[config.mk]
export PLATFORM = sky130hd
export DESIGN_NAME = luma_capture
export DESIGN_NICKNAME = d
export VERILOG_FILES = /design/src/rtl/luma_cap_pkg.sv /design/src/rtl/sync_qualifier.sv /design/src/rtl/byte_phase.sv /design/src/rtl/pos_counters.sv /design/src/rtl/luma_out.sv /design/src/rtl/luma_capture.sv
export SDC_FILE = /design/constraint.sdc
export NUM_CORES = 1
export LEC_CHECK = 0
export ABC_AREA = 1
export CORE_MARGIN = 2
export CORE_UTILIZATION = 30
export DETAILED_ROUTE_END_ITERATION = 16
export SYNTH_ARGS = -nofsm -noshare
export SYNTH_HDL_FRONTEND = slang
export SYNTH_SLANG_ARGS = --single-unit
[constraint.sdc]
create_clock -name pclk -period 1.8 [get_ports pclk]
set_input_delay 0.27 -clock pclk [delete_from_list [all_inputs] [get_ports pclk]]
set_output_delay 0.27 -clock pclk [all_outputs]
set_load 0.02 [all_outputs]
[src/rtl/luma_cap_pkg.sv]
package luma_cap_pkg;

    typedef enum logic {
        PH_CHROMA = 1'b0,
        PH_LUMA   = 1'b1
    } phase_t;

    typedef struct packed {
        logic active;       // byte on the bus belongs to a line
        logic line_end;     // href has just dropped inside a frame
        logic frame_begin;  // vsync has just dropped
        logic frame_blank;  // vertical blanking in progress
    } qual_t;

    function automatic phase_t next_phase(phase_t cur, logic active);
        if (!active)
            return PH_CHROMA;
        return (cur == PH_CHROMA) ? PH_LUMA : PH_CHROMA;
    endfunction

    function automatic logic below_limit(int unsigned count, int unsigned limit);
        return count < limit;
    endfunction

endpackage

[src/rtl/sync_qualifier.sv]
module sync_qualifier
    import luma_cap_pkg::*;
(
    input  logic  clk,
    input  logic  rst,
    input  logic  vsync,
    input  logic  href,
    output qual_t qual
);
    logic href_q;
    logic vs_q;

    always_ff @(posedge clk) begin
        if (rst) begin
            href_q <= 1'b0;
            vs_q   <= 1'b0;
        end else begin
            href_q <= href;
            vs_q   <= vsync;
        end
    end

    always_comb begin
        qual.active      = href & ~vsync;
        qual.line_end    = href_q & ~href & ~vsync;
        qual.frame_begin = vs_q & ~vsync;
        qual.frame_blank = vsync;
    end
endmodule

[src/rtl/byte_phase.sv]
module byte_phase
    import luma_cap_pkg::*;
(
    input  logic clk,
    input  logic rst,
    input  logic active,
    output logic take
);
    phase_t phase;

    always_ff @(posedge clk) begin
        if (rst)
            phase <= PH_CHROMA;
        else
            phase <= next_phase(phase, active);
    end

    assign take = active & (phase == PH_LUMA);
endmodule

[src/rtl/pos_counters.sv]
module pos_counters
    import luma_cap_pkg::*;
#(
    parameter int MAX_COLS = 640,
    parameter int MAX_ROWS = 480,
    localparam int XW = $clog2(MAX_COLS + 1),
    localparam int YW = $clog2(MAX_ROWS + 1)
) (
    input  logic          clk,
    input  logic          rst,
    input  qual_t         qual,
    input  logic          take,
    output logic [XW-1:0] x_cur,
    output logic [YW-1:0] y_cur,
    output logic          room
);
    assign room = below_limit(int'(x_cur), MAX_COLS);

    always_ff @(posedge clk) begin
        if (rst)
            x_cur <= '0;
        else if (!qual.active)
            x_cur <= '0;
        else if (take && room)
            x_cur <= x_cur + 1'b1;
    end

    always_ff @(posedge clk) begin
        if (rst)
            y_cur <= '0;
        else if (qual.frame_blank)
            y_cur <= '0;
        else if (qual.line_end)
            y_cur <= y_cur + 1'b1;
    end
endmodule

[src/rtl/luma_out.sv]
module luma_out #(
    parameter int DATA_W = 8,
    parameter int XW     = 10
) (
    input  logic              clk,
    input  logic              rst,
    input  logic              capture,
    input  logic              fs_in,
    input  logic [DATA_W-1:0] din,
    input  logic [XW-1:0]     x_in,
    output logic [DATA_W-1:0] y_data,
    output logic              y_valid,
    output logic [XW-1:0]     x_pos,
    output logic              frame_start
);
    always_ff @(posedge clk) begin
        if (rst) begin
            y_data      <= '0;
            y_valid     <= 1'b0;
            x_pos       <= '0;
            frame_start <= 1'b0;
        end else begin
            y_valid     <= capture;
            frame_start <= fs_in;
            if (capture) begin
                y_data <= din;
                x_pos  <= x_in;
            end
        end
    end
endmodule

[src/rtl/luma_capture.sv]
module luma_capture
    import luma_cap_pkg::*;
#(
    parameter int DATA_W   = 8,
    parameter int MAX_COLS = 640,
    parameter int MAX_ROWS = 480,
    localparam int XW = $clog2(MAX_COLS + 1),
    localparam int YW = $clog2(MAX_ROWS + 1)
) (
    input  logic              pclk,
    input  logic              rst,
    input  logic              vsync,
    input  logic              href,
    input  logic [DATA_W-1:0] pix_data,
    output logic [DATA_W-1:0] y_data,
    output logic              y_valid,
    output logic [XW-1:0]     x_pos,
    output logic [YW-1:0]     y_pos,
    output logic              frame_start
);
    qual_t         qual;
    logic          take;
    logic          room;
    logic [XW-1:0] x_cur;

    sync_qualifier u_qual (
        .clk   (pclk),
        .rst   (rst),
        .vsync (vsync),
        .href  (href),
        .qual  (qual)
    );

    byte_phase u_phase (
        .clk    (pclk),
        .rst    (rst),
        .active (qual.active),
        .take   (take)
    );

    pos_counters #(
        .MAX_COLS (MAX_COLS),
        .MAX_ROWS (MAX_ROWS)
    ) u_pos (
        .clk   (pclk),
        .rst   (rst),
        .qual  (qual),
        .take  (take),
        .x_cur (x_cur),
        .y_cur (y_pos),
        .room  (room)
    );

    luma_out #(
        .DATA_W (DATA_W),
        .XW     (XW)
    ) u_out (
        .clk         (pclk),
        .rst         (rst),
        .capture     (take & room),
        .fs_in       (qual.frame_begin),
        .din         (pix_data),
        .x_in        (x_cur),
        .y_data      (y_data),
        .y_valid     (y_valid),
        .x_pos       (x_pos),
        .frame_start (frame_start)
    );
endmodule

Word level (Yosys, flattened, before mapping). Cells that the tools add are included.

Add/sub/neg operators: 2. Magnitude comparators: 1. Muxes and demuxes: 5. Bitwise operators: 9. Reduce and logical (&&, ||, !) cells: 3.

Operators by type and width (count): $add A10 B1 Y10 const B (1); $lt A10 B10 Y1 const B (1); $add A9 B1 Y9 const B (1); $and A1 B1 Y1 (6); $mux W1 (5); $reduce_or A2 Y1 (2); $not A1 Y1 (3); $logic_and A1 B1 Y1 (1).

Bits in registers: 42. Output and inout port bits: 29.

Depth between registers and ports, before layout.
Word-level depth: 5. Depth in mapped cells: 8. Depth with buffers taken out: 8.

Hierarchy. A second synthesis with hierarchy kept.

Cell total of the unflattened synthesis: 278. Area total of the unflattened synthesis: 1971.9 um^2.

By module, submodules not included: pos_counters (times used 1, cells each 138, area an instance 940.9 um^2, seq. area each 380.4 um^2); luma_out (times used 1, cells each 120, area an instance 898.4 um^2, seq. area each 400.4 um^2); sync_qualifier (times used 1, cells each 12, area an instance 83.8 um^2, seq. area each 40.0 um^2); byte_phase (times used 1, cells each 6, area an instance 41.3 um^2, seq. area each 20.0 um^2); luma_capture (times used 1, cells each 2, area an instance 7.5 um^2, seq. area each 0.0 um^2).

Worst setup path after synthesis. No wires, ideal clock.

Path kind: reg-to-reg. Start: register u_pos.y_cur[1]. End: register u_pos.y_cur[6]. Library setup time: 116 ps. Data arrival time: 1189 ps. Data required time: 1684 ps. Setup slack: 495 ps. Cell stages (with the launch flop): 7. Buffers on the path: 0. Cells stage by stage: dfxtp_1 ha_1 nand3_1 nor2_2 nand2_1 o21ai_0 nor2_1.

Cells in the longest elaborated chain, start to end: 1.

RTL lines: start: declaration (line pos_counters.sv:14) `output logic [YW-1:0] y_cur,`; start signal: assignment (line pos_counters.sv:34) `y_cur <= y_cur + 1'b1;`; $add A9 B1 Y9 (line pos_counters.sv:34).

Every way passes these cells. A chain may end at the register's enable or synchronous reset.

Worst setup path after layout.
Start: register u_pos.y_cur[4]. End: output y_pos[4].

RTL lines: end: declaration (line luma_capture.sv:18) `output logic [YW-1:0] y_pos,`.

No word-level cell between the ends.

==> impl_results.md <==
* Run status: complete, no violations
* Final Slew Violations at 0
* Total GRT Usage at around an eighth
* Clock sink total at 42
* # diodes at 0
* CP startpoint: u_pos.y_cur[4]
* HPWL after DPL at around 2.6 mm
* Final net count at 302
* Ratio of final minimum period to clock period at between 80% and 90%
* Final setup viols at 0
* Largest net degree at the start of global routing at 32
* First-pass GRT wire length at 6.058 mm
* Post-synth net total at 256
* Critical path fanouts, max at 5
* Seq/Total Area, Yosys at ~48%
* CTS Hold Bufs at 0
* Drt total wl at 3.555 mm
* Layout cells sized above 1 at 6.969%
* CTS tree: done
* CP Capture Type: output port
* PortBufs at 40
* Worst-path cell chain: clkdlybuf4s50_1
* Multi-input combinational cell area at 730.7 um2
* Via-per-instance ratio at 4.384
* Crit. path cell count at 1
* Core ar. at ~5600 um2
* PwrDens at 705.9 nW/um2
* Top-area cell type share of the netlist area at 48.24%
* Area contributors post-synth: dfxtp_1 48%, nor2_1 12%, nand2_1 9.7%
* Setup TNS at 0 ps
* Die height at 80.22 um
* Worst slew pin tran at 390.4 ps
* Final Hold Slack at 424.6 ps
* Commonest non-fill, non-tap cell in the layout: nor2_1
* Commonest non-fill, non-tap cells in the layout: 55 x nor2_1, 45 x nand2_1, 42 x dfxtp_1
* Worst endpoint required time at 1530 ps
* Max Cap Viol at 0
* Relative slew margins at 73.94%
* Post-DRT Antenna Nets at 0
* # resized after CTS at 0
* Die width at 80.22 um
* Final total power at 1.635 mW
* CTS root buf: clkbuf_8
* Critical path's largest stage delay at 630 ps
* Worst-Skew Late Latency at 280 ps
* Post CTS Setup Buffer Count at 0
* Kind of critical path: reg -> out
* Vias in the first global route at about 1400
* Die area at 6435 um2
* Setup crit end: y_pos[4]
* Setup Skew at 6.564 ps
* Synth warnings at 0
* CTS Buf Count at 5
* Number of synthesized register bits at 42
* Post-Syn Area at roughly 1700 um2
* Hold Path Class: reg -> reg
* DR DRC count at 0
* Register Area at approximately 840 um2
* RSZ-0062 raised after global routing: false
* Netlist cell types at 20
* Mapped Avg Cell Area at 7.202 um2
* Routability cong. at 0.7671
* Vias at approximately 1600
* Critical path launch point type: register
* Reg2Reg Depth at 6
* H-tree depth at 2
* Launching point of the worst reg2reg path: u_pos.y_cur[1]
* R2r endpoint: u_pos.y_cur[6]
* Clk slew on worst S/H paths at 70 ps
* GRT Residual Overflow at 0
* FMAX at 632.8 MHz
* Slowest CP cell: clkdlybuf4s50_1
* Final Core Density at between 40 and 50%
* Critical Path AT at 1310 ps
* Initial DRT Pass Iterations at 4
* Clock buffer depth at 2
* Filler Cell Count at a little under 600
* Post-Synthesis Cells at 242
* Synthesis-to-layout area growth at 32.88%
* IO Count at 41
* R2r setup slk at between 500 and 600 ps
* Leak at 0.9014 nW
* IR drop worst, VDD at approximately 270 uV
* Wire per inst at 9.903 um
* Initial Util at 31.27%
* Critical path's top delay family: buffers and inverters
* Initial DRC Count at 72
* Post-layout min period at 1580 ps
* CP Buf/Inv Count at 1
* Final Hold Viols at 0
* Largest area contributor in the netlist: dfxtp_1
* Row Count at 27
* Initial antenna violation count at 0
[cells by family (layout without fill, tap and decap cells)]
| group | count (synthesis) | in the layout | share of synthesized area [%] |
|---|---|---|---|
| buffers and inverters | 38 | 83 | 9.834 |
| flip-flops | 42 | 42 | 48.24 |
| XOR/XNOR | 1 | 1 | 0.5026 |
| AND/OR/NAND/NOR | 123 | 123 | 29.50 |
| adder cells (fa/ha/maj) | 2 | 2 | 1.436 |
| AO/OA/AOI/OAI | 36 | 36 | 10.48 |
[stage by stage]
| step | instance area [um2] | setup WS [ps] | std cells |
|---|---|---|---|
| 3_5_place_dp | 2233 | 157.2 | 353 |
| 6_report | 2316 | 219.7 | 359 |
| 2_1_floorplan | 1743 | 495.2 | 242 |
| 3_3_place_gp | 2233 | 179.7 | 353 |
| 4_1_cts | 2316 | 192.5 | 359 |
| 5_1_grt | 2316 | 146.4 | 359 |
[layout make-up]
cell class | count | share of cell area, %
Clock buffer | 6 | 3.566
Inverter | 32 | 5.240
Multi-Input combinational cell | 162 | 31.55
Sequential cell | 42 | 36.30
Tap cell | 72 | 3.890
Timing Repair Buffer | 45 | 19.45
[power by group]
group	total (mW)	switching (mW)	internal [mW]	leakage (nW)
clock	0.577	0.281	0.295	0.0431
combinational	0.111	0.0555	0.0552	0.519
sequential	0.948	0.00637	0.941	0.340
total	1.63	0.343	1.29	0.901
[synthesized netlist by cell type (all sizes together)]
master	n
nor2	59
nand2	46
dfxtp	42
inv	31
o21ai	22
nand3	14
a21oi	13
buf	5
ha	2
nand4	2
nor3	2
clkbuf	1
clkinv	1
o21bai	1
xor2	1
[sequential cells by signal (all words and copies together), names as in the netlist]
| name | cells |
|---|---|
| u_out.frame_start | 1 |
| u_pos.x_cur | 10 |
| u_qual.href_q | 1 |
| u_out.y_valid | 1 |
| u_qual.vs_q | 1 |
| u_out.y_data | 8 |
| u_out.x_pos | 10 |
| u_pos.y_cur | 9 |
| u_phase.phase | 1 |
[how the worst min path moves through the flow]
| stage | start | to | slack (ps) | cells past startpoint |
|---|---|---|---|---|
| after floorplan | u_qual.vs_q | u_out.frame_start | 400 | 2 |
| after global placement | u_qual.vs_q | u_out.frame_start | 420 | 2 |
| after detailed placement | u_qual.vs_q | u_out.frame_start | 420 | 2 |
| after CTS | u_qual.vs_q | u_out.frame_start | 430 | 2 |
| after global routing | u_qual.vs_q | u_out.frame_start | 450 | 2 |
| final | u_qual.vs_q | u_out.frame_start | 420 | 2 |
[metal layers]
layer  routed length, um  global-route usage, %
met2                1645                  19.92
met5                   0                      0
met1                1667                  14.47
met3                 164                  4.045
met4                  77                  5.593
No activity file was read; power rests on OpenSTA's default activity.
